`config.mk`:
```
export PLATFORM = sky130hd
export DESIGN_NAME = mcard_bus_ctrl
export DESIGN_NICKNAME = d
export VERILOG_FILES = /design/src/rtl/mcard_pkg.sv /design/src/rtl/mcard_cfg_regs.sv /design/src/rtl/mcard_seq.sv /design/src/rtl/mcard_pin_drv.sv /design/src/rtl/mcard_bus_ctrl.sv
export SDC_FILE = /design/constraint.sdc
export NUM_CORES = 1
export LEC_CHECK = 0
export ABC_AREA = 1
export BUFFER_PORTS_ARGS = -buffer_cell sky130_fd_sc_hd__clkbuf_2
export CAP_MARGIN = 15
export CORE_AREA = 2 2 76 107
export CTS_CLUSTER_DIAMETER = 50
export DETAILED_ROUTE_END_ITERATION = 8
export DIE_AREA = 0 0 78 109
export PLACE_DENSITY = 0.84
export SLEW_MARGIN = 20
export SYNTH_ARGS = -nofsm -noshare
export SYNTH_HDL_FRONTEND = slang
export SYNTH_SLANG_ARGS = --single-unit
```
`constraint.sdc`:
```
create_clock -name clk_i -period 2.4 [get_ports clk_i]
set_input_delay 0.36 -clock clk_i [delete_from_list [all_inputs] [get_ports clk_i]]
set_output_delay 0.36 -clock clk_i [all_outputs]
set_load 0.02 [all_outputs]
```
`src/rtl/mcard_pkg.sv`:
```
package mcard_pkg;
  localparam int ADDR_W    = 26;
  localparam int DATA_W    = 16;
  localparam int NUM_AREAS = 2;
  localparam int AREA_W    = (NUM_AREAS > 1) ? $clog2(NUM_AREAS) : 1;
  localparam int CNT_W     = 2;
  localparam int LANES     = DATA_W / 8;
  localparam int CFG_W     = 3 * CNT_W;

  // field order matches the register write port: {wait, hold, setup}
  typedef struct packed {
    logic [CNT_W-1:0] wait_cnt;
    logic [CNT_W-1:0] hold_cnt;
    logic [CNT_W-1:0] setup_cnt;
  } area_cfg_t;

  localparam area_cfg_t CFG_RST = '{wait_cnt: '1, hold_cnt: '1, setup_cnt: '1};

  typedef enum logic [1:0] {
    PH_IDLE,
    PH_SETUP,
    PH_STROBE,
    PH_HOLD
  } phase_e;
endpackage

```
`src/rtl/mcard_cfg_regs.sv`:
```
module mcard_cfg_regs
  import mcard_pkg::*;
(
  input  logic                  clk_i,
  input  logic                  rst_ni,
  input  logic                  we_i,
  input  logic [AREA_W-1:0]     sel_i,
  input  area_cfg_t             wdata_i,
  output area_cfg_t [NUM_AREAS-1:0] cfg_o
);
  for (genvar a = 0; a < NUM_AREAS; a++) begin : g_area
    area_cfg_t cfg_q;
    always_ff @(posedge clk_i or negedge rst_ni) begin
      if (!rst_ni) begin
        cfg_q <= CFG_RST;
      end else if (we_i && (sel_i == AREA_W'(a))) begin
        cfg_q <= wdata_i;
      end
    end
    assign cfg_o[a] = cfg_q;
  end
endmodule

```
`src/rtl/mcard_seq.sv`:
```
module mcard_seq
  import mcard_pkg::*;
(
  input  logic      clk_i,
  input  logic      rst_ni,
  input  logic      req_valid_i,
  input  area_cfg_t cfg_i,
  input  logic      wait_i,
  output phase_e    phase_o,
  output logic      first_o,
  output logic      accept_o,
  output logic      cap_o,
  output logic      done_o
);
  phase_e           phase_q, phase_d;
  logic [CNT_W-1:0] cnt_q, cnt_d;
  area_cfg_t        tim_q;
  logic             first_q, done_q, fin;

  assign accept_o = (phase_q == PH_IDLE) && req_valid_i;

  always_comb begin
    phase_d = phase_q;
    cnt_d   = cnt_q;
    cap_o   = 1'b0;
    fin     = 1'b0;
    unique case (phase_q)
      PH_IDLE: begin
        if (req_valid_i) begin
          if (cfg_i.setup_cnt != '0) begin
            phase_d = PH_SETUP;
            cnt_d   = cfg_i.setup_cnt - 1'b1;
          end else begin
            phase_d = PH_STROBE;
            cnt_d   = cfg_i.wait_cnt;
          end
        end
      end
      PH_SETUP: begin
        if (cnt_q == '0) begin
          phase_d = PH_STROBE;
          cnt_d   = tim_q.wait_cnt;
        end else begin
          cnt_d = cnt_q - 1'b1;
        end
      end
      PH_STROBE: begin
        if (cnt_q != '0) begin
          cnt_d = cnt_q - 1'b1;
        end else if (!wait_i) begin
          // wait_i only matters in the last strobe cycle
          cap_o = 1'b1;
          if (tim_q.hold_cnt != '0) begin
            phase_d = PH_HOLD;
            cnt_d   = tim_q.hold_cnt - 1'b1;
          end else begin
            phase_d = PH_IDLE;
            fin     = 1'b1;
          end
        end
      end
      PH_HOLD: begin
        if (cnt_q == '0) begin
          phase_d = PH_IDLE;
          fin     = 1'b1;
        end else begin
          cnt_d = cnt_q - 1'b1;
        end
      end
      default: phase_d = PH_IDLE;
    endcase
  end

  always_ff @(posedge clk_i or negedge rst_ni) begin
    if (!rst_ni) begin
      phase_q <= PH_IDLE;
      cnt_q   <= '0;
      tim_q   <= CFG_RST;
      first_q <= 1'b0;
      done_q  <= 1'b0;
    end else begin
      phase_q <= phase_d;
      cnt_q   <= cnt_d;
      first_q <= accept_o;
      done_q  <= fin;
      if (accept_o) tim_q <= cfg_i;
    end
  end

  assign phase_o = phase_q;
  assign first_o = first_q;
  assign done_o  = done_q;
endmodule

```
`src/rtl/mcard_pin_drv.sv`:
```
module mcard_pin_drv
  import mcard_pkg::*;
(
  input  logic                          clk_i,
  input  logic                          rst_ni,
  input  logic                          accept_i,
  input  logic [AREA_W-1:0]             area_i,
  input  logic                          write_i,
  input  logic                          size16_i,
  input  logic [ADDR_W-1:0]             addr_i,
  input  logic [DATA_W-1:0]             wdata_i,
  input  phase_e                        phase_i,
  input  logic                          first_i,
  input  logic                          cap_i,
  input  logic [DATA_W-1:0]             data_i,
  output logic [ADDR_W-1:0]             bus_addr_o,
  output logic [NUM_AREAS-1:0][LANES-1:0] ce_n_o,
  output logic                          rd_n_o,
  output logic                          we_n_o,
  output logic                          bs_n_o,
  output logic                          rdwr_o,
  output logic [DATA_W-1:0]             data_o,
  output logic                          data_oe_o,
  output logic [DATA_W-1:0]             rdata_o
);
  logic [AREA_W-1:0] area_q;
  logic              wr_q, sz16_q;
  logic [ADDR_W-1:0] addr_q;
  logic [DATA_W-1:0] wdata_q, rdata_q;
  logic [LANES-1:0]  lane_en;
  logic              active, strobe;

  always_ff @(posedge clk_i or negedge rst_ni) begin
    if (!rst_ni) begin
      area_q  <= '0;
      wr_q    <= 1'b0;
      sz16_q  <= 1'b0;
      addr_q  <= '0;
      wdata_q <= '0;
    end else if (accept_i) begin
      area_q  <= area_i;
      wr_q    <= write_i;
      sz16_q  <= size16_i;
      addr_q  <= addr_i;
      wdata_q <= wdata_i;
    end
  end

  always_ff @(posedge clk_i or negedge rst_ni) begin
    if (!rst_ni)              rdata_q <= '0;
    else if (cap_i && !wr_q)  rdata_q <= data_i;
  end

  assign active  = (phase_i != PH_IDLE);
  assign strobe  = (phase_i == PH_STROBE);
  assign lane_en = sz16_q ? {LANES{1'b1}} : (addr_q[0] ? LANES'(2) : LANES'(1));

  for (genvar a = 0; a < NUM_AREAS; a++) begin : g_ce
    assign ce_n_o[a] = (active && (area_q == AREA_W'(a))) ? ~lane_en : {LANES{1'b1}};
  end

  assign bus_addr_o = addr_q;
  assign rd_n_o     = !(strobe && !wr_q);
  assign we_n_o     = !(strobe && wr_q);
  assign bs_n_o     = !first_i;
  assign rdwr_o     = active ? !wr_q : 1'b1;
  assign data_o     = wdata_q;
  assign data_oe_o  = active && wr_q;
  assign rdata_o    = rdata_q;
endmodule

```
`src/rtl/mcard_bus_ctrl.sv`:
```
module mcard_bus_ctrl
  import mcard_pkg::*;
(
  input  logic              clk_i,
  input  logic              rst_ni,
  input  logic              cfg_we_i,
  input  logic              cfg_sel_i,
  input  logic [CFG_W-1:0]  cfg_wdata_i,
  input  logic              req_valid_i,
  input  logic              req_area_i,
  input  logic              req_write_i,
  input  logic              req_size16_i,
  input  logic [ADDR_W-1:0] req_addr_i,
  input  logic [DATA_W-1:0] req_wdata_i,
  output logic              req_ready_o,
  output logic              done_o,
  output logic [DATA_W-1:0] rdata_o,
  output logic [ADDR_W-1:0] bus_addr_o,
  output logic [LANES-1:0]  ce_a_n_o,
  output logic [LANES-1:0]  ce_b_n_o,
  output logic              rd_n_o,
  output logic              we_n_o,
  output logic              bs_n_o,
  output logic              rdwr_o,
  output logic [DATA_W-1:0] data_o,
  output logic              data_oe_o,
  input  logic [DATA_W-1:0] data_i,
  input  logic              wait_i
);
  area_cfg_t [NUM_AREAS-1:0]            cfg_all;
  area_cfg_t                            cfg_sel;
  phase_e                               phase;
  logic                                 first, accept, cap;
  logic [NUM_AREAS-1:0][LANES-1:0]      ce_n;

  mcard_cfg_regs u_cfg (
    .clk_i   (clk_i),
    .rst_ni  (rst_ni),
    .we_i    (cfg_we_i),
    .sel_i   (AREA_W'(cfg_sel_i)),
    .wdata_i (area_cfg_t'(cfg_wdata_i)),
    .cfg_o   (cfg_all)
  );

  assign cfg_sel = cfg_all[req_area_i];

  mcard_seq u_seq (
    .clk_i       (clk_i),
    .rst_ni      (rst_ni),
    .req_valid_i (req_valid_i),
    .cfg_i       (cfg_sel),
    .wait_i      (wait_i),
    .phase_o     (phase),
    .first_o     (first),
    .accept_o    (accept),
    .cap_o       (cap),
    .done_o      (done_o)
  );

  mcard_pin_drv u_pins (
    .clk_i      (clk_i),
    .rst_ni     (rst_ni),
    .accept_i   (accept),
    .area_i     (AREA_W'(req_area_i)),
    .write_i    (req_write_i),
    .size16_i   (req_size16_i),
    .addr_i     (req_addr_i),
    .wdata_i    (req_wdata_i),
    .phase_i    (phase),
    .first_i    (first),
    .cap_i      (cap),
    .data_i     (data_i),
    .bus_addr_o (bus_addr_o),
    .ce_n_o     (ce_n),
    .rd_n_o     (rd_n_o),
    .we_n_o     (we_n_o),
    .bs_n_o     (bs_n_o),
    .rdwr_o     (rdwr_o),
    .data_o     (data_o),
    .data_oe_o  (data_oe_o),
    .rdata_o    (rdata_o)
  );

  assign req_ready_o = (phase == PH_IDLE);
  assign ce_a_n_o    = ce_n[0];
  assign ce_b_n_o    = ce_n[1];
endmodule

```
* After elaboration in Yosys (flattened, before gate mapping) *
Cells that the tools add are included.

cells by class
  reductions and logical operators = 21
  equal/unequal tests = 11
  multiply operators = 0
  $add $sub $neg = 3
  $lt $le $gt $ge = 1
  shift operators = 0
  multiplexer cells = 31
  bitwise operators = 3
  divide/modulo/power cells = 0

operator list
  cell                   number
  $mux W2                18
  $pmux W2 S4            2
  $mux W6                2
  $logic_and A1 B1 Y1    9
  $mux W1                8
  $ne A2 B2 Y1 const B   4
  $reduce_bool A2 Y1     4
  $ne A3 B3 Y1 const B   2
  $sub A2 B1 Y2 const B  3
  $reduce_and A5 Y1      1
  $eq A2 B2 Y1 const B   2
  $logic_not A1 Y1       4
  $logic_not A2 Y1       2
  $ne A2 B1 Y1 const B   2
  $reduce_and A4 Y1      1
  $eq A2 B1 Y1 const B   1
  $lt A1 B2 Y1 const B   1
  $not A1 Y1             2
  $not A2 Y2             1
  $pmux W1 S2            1

word-level totals
  latch bits = 0
  bits in registers = 83
  output and inout port bits = 69
  word-level logic and storage cells = 88
  memories = 0
  bits in read-only memories = 0
  memory bits (writable) = 0
  bits of input ports = 73

* Longest topological paths before layout *
Gate-level depths: netlist of run 1.

  depth in word-level cells = 6
  mapped depth = 9
  depth with buffers taken out = 9

* Modules after synthesis *
Synthesis of run 1 repeated with hierarchy kept, for this count alone.

unflattened totals
  cells, all modules = 442
  area, all modules = 3711.1 sq um

modules (own cells, without submodules)
  module          sequential area each (sq um)  cells each  times used  area an instance (sq um)
  mcard_pin_drv   1526.5                        273         1           2457.4
  mcard_seq       255.2                         96          1           671.9
  mcard_cfg_regs  315.3                         53          1           506.7
  mcard_bus_ctrl  0.0                           20          1           75.1

* Worst setup path before layout of run 1 *
Ideal clock, no wire load.

  kind = reg2out
  start point = reg u_seq.phase_q[0] (netlist: u_seq.phase_o[0])
  end point = out rdwr_o
  setup slack = 0.964 ns
  required time = 2.040 ns
  stages on the path, launching flop included = 4
  arrival time = 1.076 ns
  cells stage by stage = dfrtp_1 nor2_4 nor2_1 inv_1

on the way
  cells in the longest elaborated chain, start to end = 2

ends and longest elaborated chain
  element                 line                  RTL
  start, declared         mcard_seq.sv:15       phase_e phase_q, phase_d;
  start signal, assigned  mcard_seq.sv:82       phase_q <= phase_d;
  $reduce_bool A2 Y1      mcard_pin_drv.sv:54   assign active = (phase_i != PH_IDLE);
  $mux W1                 mcard_pin_drv.sv:66   assign rdwr_o = active ? !wr_q : 1'b1;
  end, declared           mcard_bus_ctrl.sv:24  output logic rdwr_o,

No other way between the ends.

* Worst setup path after layout of run 1 *
  start point = reg u_seq.cnt_q[0]
  end point = reg u_pins.rdata_q[6] (netlist: u_pins.rdata_o[6])

on the way
  cells in the longest elaborated chain, start to end = 4

ends and longest elaborated chain
  element                 line                 RTL
  start, declared         mcard_seq.sv:16      logic [CNT_W-1:0] cnt_q, cnt_d;
  start signal, assigned  mcard_seq.sv:83      cnt_q <= cnt_d;
  $reduce_bool A2 Y1      mcard_seq.sv:48      if (cnt_q != '0) begin
  $mux W1                 mcard_seq.sv:48
  $mux W1                 mcard_seq.sv:27      unique case (phase_q)
  $logic_and A1 B1 Y1     mcard_pin_drv.sv:51  else if (cap_i && !wr_q) rdata_q <= data_i;
  end signal, assigned    mcard_pin_drv.sv:51
  end, declared           mcard_pin_drv.sv:29  logic [DATA_W-1:0] wdata_q, rdata_q;

No other way between the ends.
A chain may end at the register's enable or synchronous reset.

==> summary.md, run 1 <==
| Metric | Value |
|---|---|
| First drt pass iteration count | 4 |
| Global-route wire length before repair | 13.7 mm |
| Met2 WL | 4.42 mm |
| DRC viols | 0 |
| RSZ-0062 raised after global routing | false |
| Synth-to-Final Area Change | 26.8% |
| Clock Sink Count | 83 |
| Synth Area per Inst | 8.30 um^2 |
| DIE HEIGHT | 109 um |
| Ratio of cells with drive above 1 in the final layout | 31.8% |
| Total Neg Setup Slack | 0 ns |
| Fin. max-slew vios | 0 |
| Max_cap viols | 0 |
| Hold_buf cts | 1 |
| Hold depth | 3 |
| Starting density of the core | 47.9% |
| CTS resizes | 0 |
| Max Clock Freq | 556 MHz |
| Placed Area | 4380 um^2 |
| Worst-margin pin slew | 0.673 ns |
| Largest net degree at the start of global routing | 50 |
| # port buffers | 141 |
| Hold Fails Final Rpt | 0 |
| Worst Setup SP | u_seq.cnt_q[0] |
| Iter 0 DRT Violations | 178 |
| Kind of critical path | reg -> reg |
| CTS root buffer | clkbuf_8 |
| CP max FO | 32 |
| CTS Buf Count | 9 |
| FF-to-FF Start | u_seq.cnt_q[0] |
| Worst-path clk slew | 0.08 ns |
| WHS | 0.207 ns |
| Synth Register Bits | 83 |
| Htree depth | 3 |
| Vias/cell | 4.70 |
| Syn Inst Count | 439 |
| Hold endpoint | u_pins.bus_addr_o[18] |
| WL final | 8.45 mm |
| # Post-CTS Setup Buffers | 0 |
| Final setup viols | 0 |
| Tot GR Track Use | 20.7% |
| M1 WL | 3.33 mm |
| Full die area | 8500 um^2 |
| Final std cells w/o fill | 684 |
| Required time of the worst setup path | 2.62 ns |
| TritonCTS clock tree | built |
| Synthesized area | 3640 um^2 |
| Outcome | finished clean |
| GRT overflow | 0 |
| Placement Rows | 38 |
| Post-synthesis net count | 515 |
| Hpwl dp | 6.29 mm |
| Worst r2r path cells | 5 |
| Die width | 78 um |
| Post-synthesis sequential area ratio | 57.6% |
| Final nets | 655 |
| Drt wl/cell | 12.3 um |
| Critical R2R Capture | u_pins.rdata_o[6] |
| Synth warnings | 0 |
| Startpoint types | flip-flop |
| Netlist cell types | 22 |
| Vias in the first global route | 3034 |
| CP endpoint kind | flip-flop |
| Largest buffer count on any clock path | 2 |
| Initial antenna violation count | 0 |
| Core ar. | 7610 um^2 |
| Worst EP arrival | 2.02 ns |
| Leak | 0.00270 uW |
| Fill cells | 685 |
| Clk_lat worst skew | 0.35 ns |
| Power density over the cells | 1350 nW/um^2 |
| Clock Skew | 0.0107 ns |
| I/O pins | 142 |
| WL met3 | 476 um |
| HP Class | in -> reg |
| Max layer used | met4 |
| Dpl cells | 667 |
| Via count | 3213 |
| Min-delay src | req_addr_i[18] |
| Design Area, Final | 4620 um^2 |
| Crit path time final | 1.80 ns |
| Final Cycle Share | 75.0% |
| GP Congestion | 0.850 |
| Post-DRT Antenna Nets | 0 |
| Max IR drop VDD | 0.589 mV |
| Rel. slew slack | 55.0% |
| Reg-to-reg setup timing slack | 0.60 ns |
| Antenna diode count | 0 |
[sequential cells by signal (all words and copies together) (netlist names)]
signal,cells
u_pins.bus_addr_o,26
u_pins.data_o,16
u_pins.rdata_o,16
u_cfg.cfg_o,12
u_seq.tim_q,4
u_seq.cnt_q,2
u_seq.phase_o,2
u_pins.area_q,1
u_pins.sz16_q,1
u_pins.wr_q,1
u_seq.done_o,1
u_seq.first_o,1
[kinds of logic after synthesis]
| logic type | synth area share (%) |
|---|---|
| buffers and inverters | 8.83 |
| AO/OA/AOI/OAI | 6.08 |
| adder cells (fa/ha/maj) | 1.03 |
| AND/OR/NAND/NOR | 26.5 |
| flip-flops | 57.6 |
[cells in the final DEF (no fill, tap or decap), drive strengths merged]
master | Yosys | routed
a31oi | 2 | 2
nand2 | 217 | 217
ha | 3 | 3
dfrtp | 67 | 67
nor2 | 13 | 13
bufinv | 0 | 2
o21ai | 38 | 38
clkbuf | 3 | 152
clkinvlp | 0 | 1
clkinv | 0 | 1
or2 | 2 | 2
inv | 51 | 51
nand3 | 12 | 12
buf | 13 | 4
dlygate4sd3 | 0 | 1
o211ai | 1 | 1
dfstp | 16 | 16
o31ai | 1 | 1
[routing by layer]
metal	global-route usage, %	up-vias
li1	-	1599
met1	23.9	1481
met2	36.1	117
met3	3.56	16
met4	11.8	0
met5	0	-
[worst max-delay path: stages (launching register included)]
cell and delay, ns:
dfrtp_1 0.38, inv_1 0.13, ha_1 0.33, nand3_2 0.53, nand2_1 0.21, o21ai_1 0.09
[synth_stat cells (all sizes together)]
| cell type | n | area (um^2) |
|---|---|---|
| o21ai | 38 | 194 |
| nor2 | 13 | 71.3 |
| nand2 | 217 | 817 |
| dfstp | 16 | 420 |
| o31ai | 1 | 7.51 |
| ha | 3 | 37.5 |
| buf | 13 | 119 |
| clkbuf | 3 | 11.3 |
| inv | 51 | 191 |
| a31oi | 2 | 12.5 |
| o211ai | 1 | 7.51 |
| dfrtp | 67 | 1680 |
| or2 | 2 | 12.5 |
| nand3 | 12 | 65.1 |
[power by group]
group          switching, uW  internal, uW
clock network            472           642
logic                   1860           884
registers                353          2020
[through the flow]
stage	total power [uW]	setup slack, ns	util (%)
after floorplan	4240	0.964	-
after global placement	5030	0.697	57.6
after detailed placement	5150	0.594	57.6
after CTS	6280	0.599	60.7
after global routing	6710	0.397	60.7
final	6230	0.600	60.7
[worst max path at each step]
| stage | end | slack, ns |
|---|---|---|
| after floorplan | rdwr_o | 0.96 |
| after global placement | u_pins.rdata_o[2] | 0.70 |
| after detailed placement | u_pins.rdata_o[6] | 0.59 |
| after CTS | u_pins.rdata_o[6] | 0.60 |
| after global routing | u_pins.rdata_o[14] | 0.40 |
| final | u_pins.rdata_o[6] | 0.60 |
[final cells by class]
class,count,area [um^2],area share (%)
Tap cell,100,125,2.71
Timing Repair Buffer,145,753,16.3
Clock buffer,12,155,3.36
Inverter,51,191,4.14
Sequential cell,83,2100,45.4
Multi-Input combinational cell,289,1220,26.5
Clock inverter,4,72.6,1.57
No activity file was read; power rests on OpenSTA's default activity.
==> inputs of run 2 (changes only) <==
--- a/config.mk
+++ b/config.mk
@@ -8,11 +8,11 @@
 export ABC_AREA = 1
 export BUFFER_PORTS_ARGS = -buffer_cell sky130_fd_sc_hd__clkbuf_2
 export CAP_MARGIN = 15
-export CORE_AREA = 2 2 76 107
+export CORE_AREA = 2 2 80 113
 export CTS_CLUSTER_DIAMETER = 50
 export DETAILED_ROUTE_END_ITERATION = 8
-export DIE_AREA = 0 0 78 109
-export PLACE_DENSITY = 0.84
+export DIE_AREA = 0 0 82 115
+export PLACE_DENSITY = 0.8
 export SLEW_MARGIN = 20
 export SYNTH_ARGS = -nofsm -noshare
 export SYNTH_HDL_FRONTEND = slang
==> constraint.sdc (replaced) <==
create_clock -name clk_i -period 1.6 [get_ports clk_i]
set_input_delay 0.24 -clock clk_i [delete_from_list [all_inputs] [get_ports clk_i]]
set_output_delay 0.24 -clock clk_i [all_outputs]
set_load 0.02 [all_outputs]
==> run 2 against run 1 <==
Compared with the run above:
- total power rose by 56%
- die area rose by 11%
- hold slack got worse by 0.10 ns
- critical path type is now reg -> out
- largest cell class unchanged
==> summary.md, run 2 (same netlist as run 1, synthesis figures left out) <==
| Metric | Value |
|---|---|
| Outcome | finished clean |
| Hpwl dp | 5.95 mm (-5.4%) |
| Initial antenna violation count | 0 (unchanged) |
| RSZ-0062 raised after global routing | false |
| # port buffers | 141 (unchanged) |
| Kind of critical path | reg -> out |
| Core ar. | 8410 um^2 (+11%) |
| Met2 WL | 3.96 mm (-11%) |
| Most frequent cells in the layout | nand2_1 (216), clkbuf_2 (138), dfrtp_1 (65) |
| Crit path time final | 1.54 ns |
| Iter 0 DRT Violations | 151 (-15%) |
| Largest net degree at the start of global routing | 84 (+68%) |
| Pre-CTS setup slack | 0.0733 ns (-0.521 ns) |
| Vias/cell | 4.62 (-1.6%) |
| Final Cycle Share | 96.2% |
| CP endpoint kind | primary output |
| Die width | 82 um (+5.1%) |
| Max Clock Freq | 650 MHz |
| Reg-to-reg setup timing slack | 0.14 ns (-0.46 ns) |
| WL final | 7.99 mm (-5.4%) |
| HP Class | in -> reg |
| Commonest non-fill, non-tap cell in the layout | nand2_1 |
| First drt pass iteration count | 4 (unchanged) |
| Final setup viols | 0 (unchanged) |
| M1 WL | 3.23 mm (-3.2%) |
| Via count | 3214 (+0.031%) |
| Power density over the cells | 2050 nW/um^2 (+52%) |
| Fin. max-slew vios | 0 (unchanged) |
| Clock Skew | 0.00733 ns (-0.00333 ns) |
| Full die area | 9430 um^2 (+11%) |
| Startpoint types | flip-flop |
| Worst r2r path cells | 6 (+1) |
| GP Congestion | 0.878 (+3.3%) |
| Worst EP arrival | 1.30 ns (-0.72 ns) |
| Synth-to-Final Area Change | 30.3% |
| Multi-input gate area | 1220 um^2 (unchanged) |
| Ratio of cells with drive above 1 in the final layout | 32.7% (+0.86 points) |
| Worst setup margin | 0.0612 ns (-0.539 ns) |
| Antenna diode count | 0 (unchanged) |
| Hold Fails Final Rpt | 0 (unchanged) |
| Sequential cell area | 2100 um^2 (+0.12%) |
| Leak | 0.00276 uW (+2.2%) |
| Placement Rows | 40 (+5.3%) |
| CTS root buffer | clkbuf_16 |
| GRT overflow | 0 (unchanged) |
| Max reg flops | 26 (unchanged) |
| WL met3 | 576 um (+21%) |
| Worst Setup SP | u_pins.bus_addr_o[0] |
| Largest buffer count on any clock path | 2 (unchanged) |
| Max layer used | met4 |
| Final nets | 661 (+0.92%) |
| TritonCTS clock tree | built |
| CP max FO | 3 (-91%) |
| Max IR drop VDD | 0.930 mV (+58%) |
| Drt wl/cell | 11.5 um (-6.9%) |
| Total Neg Setup Slack | 0 ns (unchanged) |
| Max_cap viols | 0 (unchanged) |
| I/O pins | 142 (unchanged) |
| Worst-path clk slew | 0.06 ns (-0.02 ns) |
| Vias in the first global route | 3055 (+0.69%) |
| Fill cells | 799 (+17%) |
| Htree depth | 3 (unchanged) |
| CTS Buf Count | 9 (unchanged) |
| DRC viols | 0 (unchanged) |
| Clk_lat worst skew | 0.33 ns (-0.02 ns) |
| Required time of the worst setup path | 1.36 ns (-1.26 ns) |
| FF-to-FF Start | u_seq.phase_o[0] |
| Tot GR Track Use | 17.3% (-3.3 points) |
| Critical R2R Capture | u_pins.bus_addr_o[16] |
| Starting density of the core | 43.3% (-4.6 points) |
| Post-DRT Antenna Nets | 0 (unchanged) |
| Hold depth | 3 (unchanged) |
| Rel. slew slack | 71.4% (+16 points) |
| Clock Sink Count | 83 (unchanged) |
| End point of the critical path | ce_a_n_o[1] |
| Global-route wire length before repair | 12.7 mm (-7.2%) |
| DIE HEIGHT | 115 um (+5.5%) |
| Worst-margin pin slew | 0.428 ns (-0.245 ns) |
| Pwr Total | 9740 uW (+56%) |
run 2: critical path, cell delays in order, from the launching register on:
cell      delay, ns
dfrtp_1        0.40
or2_2          0.32
nand3_1        0.08
clkbuf_2       0.17
run 2: timing repair:
action	4_1_cts	5_1_grt
gates resized for setup	2	6
buffers inserted	0	4
setup endpoints to repair	2	27
pin swaps	0	1
hold buffers	1	0
hold endpoints to repair	67	0
run 2: final cells by class:
type	count	share of cell area (%)
Sequential cell	83	44.2
Multi-Input combinational cell	289	25.8
Timing Repair Buffer	151	16.9
Clock buffer	10	4.82
Inverter	51	4.09
Tap cell	105	2.77
Clock inverter	6	1.37
run 2: stage by stage:
step	instances	area (um^2)	utilization (%)	hold slack, ns
finish	695	4750	56.5	0.102
global placement	674	4400	52.4	0.299
CTS	691	4710	56.0	0.0948
floorplan	439	3640	-	-0.0556
detailed placement	674	4400	52.4	0.315
global route	695	4750	56.5	0.0918
run 2: how the worst min path moves through the flow:
stage,slack [ns],start,to
global placement,0.30,rst_ni,u_pins.wr_q
floorplan,-0.06,rst_ni,u_pins.area_q
CTS,0.09,req_addr_i[18],u_pins.bus_addr_o[18]
detailed placement,0.32,rst_ni,u_pins.wr_q
finish,0.10,req_addr_i[17],u_pins.bus_addr_o[17]
global route,0.09,req_addr_i[18],u_pins.bus_addr_o[18]
run 2: power breakdown:
group	total (uW)	internal, uW	switching (uW)
Clock	2020	1210	804
Sequential	3560	3040	517
Combinational	4170	1420	2750
Total	9740	5680	4070
run 2: metal layers:
metal  vias up  GRT usage [%]
met4         0           10.6
met3        16           4.16
met2       113           29.4
li1       1617              -
met1      1468           19.3
met5         -              0
==> inputs of run 3 (changes only) <==
--- a/config.mk
+++ b/config.mk
@@ -5,14 +5,13 @@
 export SDC_FILE = /design/constraint.sdc
 export NUM_CORES = 1
 export LEC_CHECK = 0
-export ABC_AREA = 1
 export BUFFER_PORTS_ARGS = -buffer_cell sky130_fd_sc_hd__clkbuf_2
 export CAP_MARGIN = 15
 export CORE_AREA = 2 2 80 113
 export CTS_CLUSTER_DIAMETER = 50
 export DETAILED_ROUTE_END_ITERATION = 8
 export DIE_AREA = 0 0 82 115
-export PLACE_DENSITY = 0.8
+export PLACE_DENSITY = 0.78
 export SLEW_MARGIN = 20
 export SYNTH_ARGS = -nofsm -noshare
 export SYNTH_HDL_FRONTEND = slang
==> run 3 against run 2 <==
Compared with the run above:
- utilization rose by 4.0 points
- global-route usage is 0.47 points lower
- critical path depth up 3
- largest power group unchanged
- the run now ends with negative setup slack left
- clock-buffer cell count stayed put
- area after synthesis shrank 3.4%
- sequential cell count is the same
- final cell count decreased by 23%
- critical path type unchanged
- combinational power rose by 24%
- sequential share of layout area down 3.0 points
==> summary.md, run 3 <==
| Metric | Value |
|---|---|
| Synth Area per Inst | 13.7 um^2 (+65%) |
| Worst EP arrival | 1.51 ns (+0.21 ns) |
| Yosys top cell area share | 47.6% (+1.6 points) |
| Global-route wire length before repair | 12.1 mm (-5.1%) |
| DRC viols | 0 (unchanged) |
| Required time of the worst setup path | 1.36 ns (about the same) |
| Startpoint types | flip-flop |
| Largest net degree at the start of global routing | 38 (-55%) |
| Outcome | finished with violations |
| WL final | 7.81 mm (-2.3%) |
| Max reg flops | 26 (unchanged) |
| Critical path's largest stage delay | 0.39 ns (about the same) |
| Async set-or-reset flop fraction in the synthesized netlist | 100% (unchanged) |
| Hold Fails Final Rpt | 0 (unchanged) |
| Crit path time final | 1.75 ns (+0.215 ns) |
| Htree depth | 3 (unchanged) |
| Kind of critical path | reg -> out |
| RSZ-0062 raised after global routing | true |
| Commonest non-fill, non-tap cell in the layout | clkbuf_2 |
| Hpwl dp | 5.85 mm (-1.8%) |
| Initial antenna violation count | 0 (unchanged) |
| Clock Skew | 0.00760 ns (+0.000271 ns) |
| Leak | 0.00251 uW (-9.0%) |
| Most frequent cells in the layout | clkbuf_2 (131), dfrtp_1 (67), mux2_2 (59) |
| Max IR drop VDD | 1.34 mV (+44%) |
| Syn Inst Count | 257 (-41%) |
| Max Clock Freq | 570 MHz (-12%) |
| HP Class | in -> reg |
| Yosys top cell by area | dfrtp_1 |
| DIE HEIGHT | 115 um (unchanged) |
| Pwr Total | 11500 uW (+18%) |
| GP Congestion | 0.767 (-13%) |
| I/O pins | 142 (unchanged) |
| Iter 0 DRT Violations | 81 (-46%) |
| CP endpoint kind | primary output |
| Synth Register Bits | 83 (unchanged) |
| Netlist cell types | 38 (+73%) |
| Core Util, Final | 60.4% (+4.0 points) |
| WHS | 0.0866 ns (-0.0156 ns) |
| Worst setup margin | -0.154 ns (-0.215 ns) |
| Via count | 2610 (-19%) |
| TritonCTS clock tree | built |
| Sw frac | 34.6% (-7.2 points) |
| Post-synthesis sequential area ratio | 59.6% (+2.0 points) |
| Sw Pwr | 3990 uW (-1.8%) |
| Crit path cell chain | buf_6 > or2_4 > buf_6 > and2_4 > inv_2 > buf_8 |
| Most numerous cell in the Yosys netlist | dfrtp_1 |
| Gate power share | 44.9% (+2.1 points) |
| Worst-path clk slew | 0.06 ns (about the same) |
| Max_cap viols | 0 (unchanged) |
| Final std cells w/o fill | 532 (-23%) |
| Vias in the first global route | 2649 (-13%) |
| Placement Rows | 40 (unchanged) |
| Post-DRT Antenna Nets | 0 (unchanged) |
| CP max FO | 5 (+2) |
| GRT overflow | 0 (unchanged) |
| Largest buffer count on any clock path | 2 (unchanged) |
| Slowest cell on the critical path | dfrtp_1 |
| Sequential Power Share | 31.7% (-4.8 points) |
| Clock Sink Count | 83 (unchanged) |
| First drt pass iteration count | 4 (unchanged) |
| Vias/cell | 4.91 (+6.1%) |
| Primary FF master, synth | dfrtp_1 |
| # port buffers | 141 (unchanged) |
| Starting density of the core | 41.9% (-1.5 points) |
| Cell internal pwr | 7560 uW (+33%) |
| Full die area | 9430 um^2 (unchanged) |
| Rel. slew slack | 68.2% (-3.2 points) |
| Top cell by count, worst path | buf_6 |
| CTS Buf Count | 9 (unchanged) |
| Synthesized area | 3520 um^2 (-3.4%) |
| Final nets | 498 (-25%) |
| Clk_lat worst skew | 0.33 ns (about the same) |
| Failing checks | negative setup slack |
| Post-synth top cells | dfrtp_1 (67), mux2_2 (60), nand2_1 (25), dfstp_2 (16), mux2_4 (10) |
| Synth warnings | 0 (unchanged) |
| Antenna diode count | 0 (unchanged) |
| CP bufs+invs | 4 (+3) |
| Largest delay contributor family on the critical path | buffers and inverters |
| Die width | 82 um (unchanged) |
| Clock share of power | 23.3% (+2.6 points) |
| Drt wl/cell | 14.7 um (+28%) |
| Post-synthesis net count | 333 (-35%) |
| Final setup viols | 71 (+71) |
| CTS root buffer | clkbuf_16 |
| EDFF count, synth | 0 (unchanged) |
| Core ar. | 8410 um^2 (unchanged) |
| Worst-margin pin slew | 0.475 ns (+0.0465 ns) |
| Top cells by area, synth | dfrtp_1 (48%), mux2_2 (19%), dfstp_2 (12%), mux2_4 (4.3%), nand2_1 (2.7%) |
| Tot GR Track Use | 16.9% (-0.47 points) |
| Fin. max-slew vios | 0 (unchanged) |
| Synth-to-Final Area Change | 44.4% |
| Final Cycle Share | 110% (+13 points) |
| Dpl cells | 510 (-24%) |
| Power density over the cells | 2270 nW/um^2 (+11%) |
| Ratio of cells with drive above 1 in the final layout | 65.8% (+33 points) |
[run 3: metrics by stage]
stage / setup TNS (ns) / setup slack, ns / instance area (um^2)
after floorplan: -8.27 / -0.263 / 3550
after global placement: -4.29 / -0.107 / 4500
after detailed placement: -4.79 / -0.124 / 4500
after CTS: -6.22 / -0.174 / 5010
after global routing: -11.92 / -0.217 / 5080
final: -6.66 / -0.154 / 5080
[run 3: worst register-to-register path, stage by stage, from the launching register on]
cell and delay [ns]:
dfrtp_1 0.39, nand2b_4 0.14, or2_4 0.23, or3b_4 0.38
buf_12 0.17, mux2_4 0.31
[run 3: worst paths after layout]
path,start,end,slack [ns],cells past startpoint
min in group asynchronous,rst_ni,u_pins.rdata_o[15],0.37,2
hold reg to reg,u_cfg.cfg_o[5],u_cfg.cfg_o[5],0.46,2
max in group asynchronous,rst_ni,u_seq.tim_q[3],0.63,3
hold / removal,cfg_wdata_i[4],u_cfg.cfg_o[4],0.09,3
setup reg to reg,u_seq.phase_o[0],u_pins.rdata_o[15],-0.14,5
setup / recovery,u_seq.phase_o[0],rdwr_o,-0.15,6
[run 3: repair_timing]
action                     in CTS  in global routing
cloned                          0                  0
resized for setup              25                 17
hold endpoints to repair       14                  0
buffers inserted                2                  4
setup endpoints to repair      75                 77
hold buffers                    1                  0
pin swaps                       2                  3
[run 3: cell type report]
class | instances | area, um^2
well taps | 105 | 131
fillers | 680 | 3330
multi-input cells | 155 | 1390
clock buffers | 10 | 239
flip-flops and latches | 83 | 2100
repair buffers | 165 | 1040
clock inverters | 6 | 159
inverters | 8 | 30.0
[run 3: power by group through the flow]
stage | clock, uW | combinational [uW] | sequential, uW
global route | 2860 | 5590 | 3790
detailed placement | 0 | 4680 | 3690
global placement | 0 | 4570 | 3620
CTS | 2770 | 5010 | 3660
finish | 2690 | 5190 | 3660
floorplan | 0 | 2100 | 4550
[run 3: logic make-up (layout without fill, tap and decap cells)]
family          count (synthesis)  count (layout)  synth area share [%]
mux                            73              73                  24.3
simple gates                   55              55                  7.64
fa+ha+maj                       3               3                  1.07
flops                          83              83                  59.6
buf+inv                        19             189                  2.81
compound gates                 24              24                  4.59
[run 3: metal layers]
layer / share of wire, % / vias up / global-route usage [%] / wire (um)
li1: - / 1225 / - / -
met1: 38 / 1273 / 19.6 / 2940
met2: 53 / 100 / 28.9 / 4130
met3: 7.1 / 12 / 4.55 / 556
met4: 2.3 / 0 / 7.11 / 182
met5: 0 / - / 0 / 0
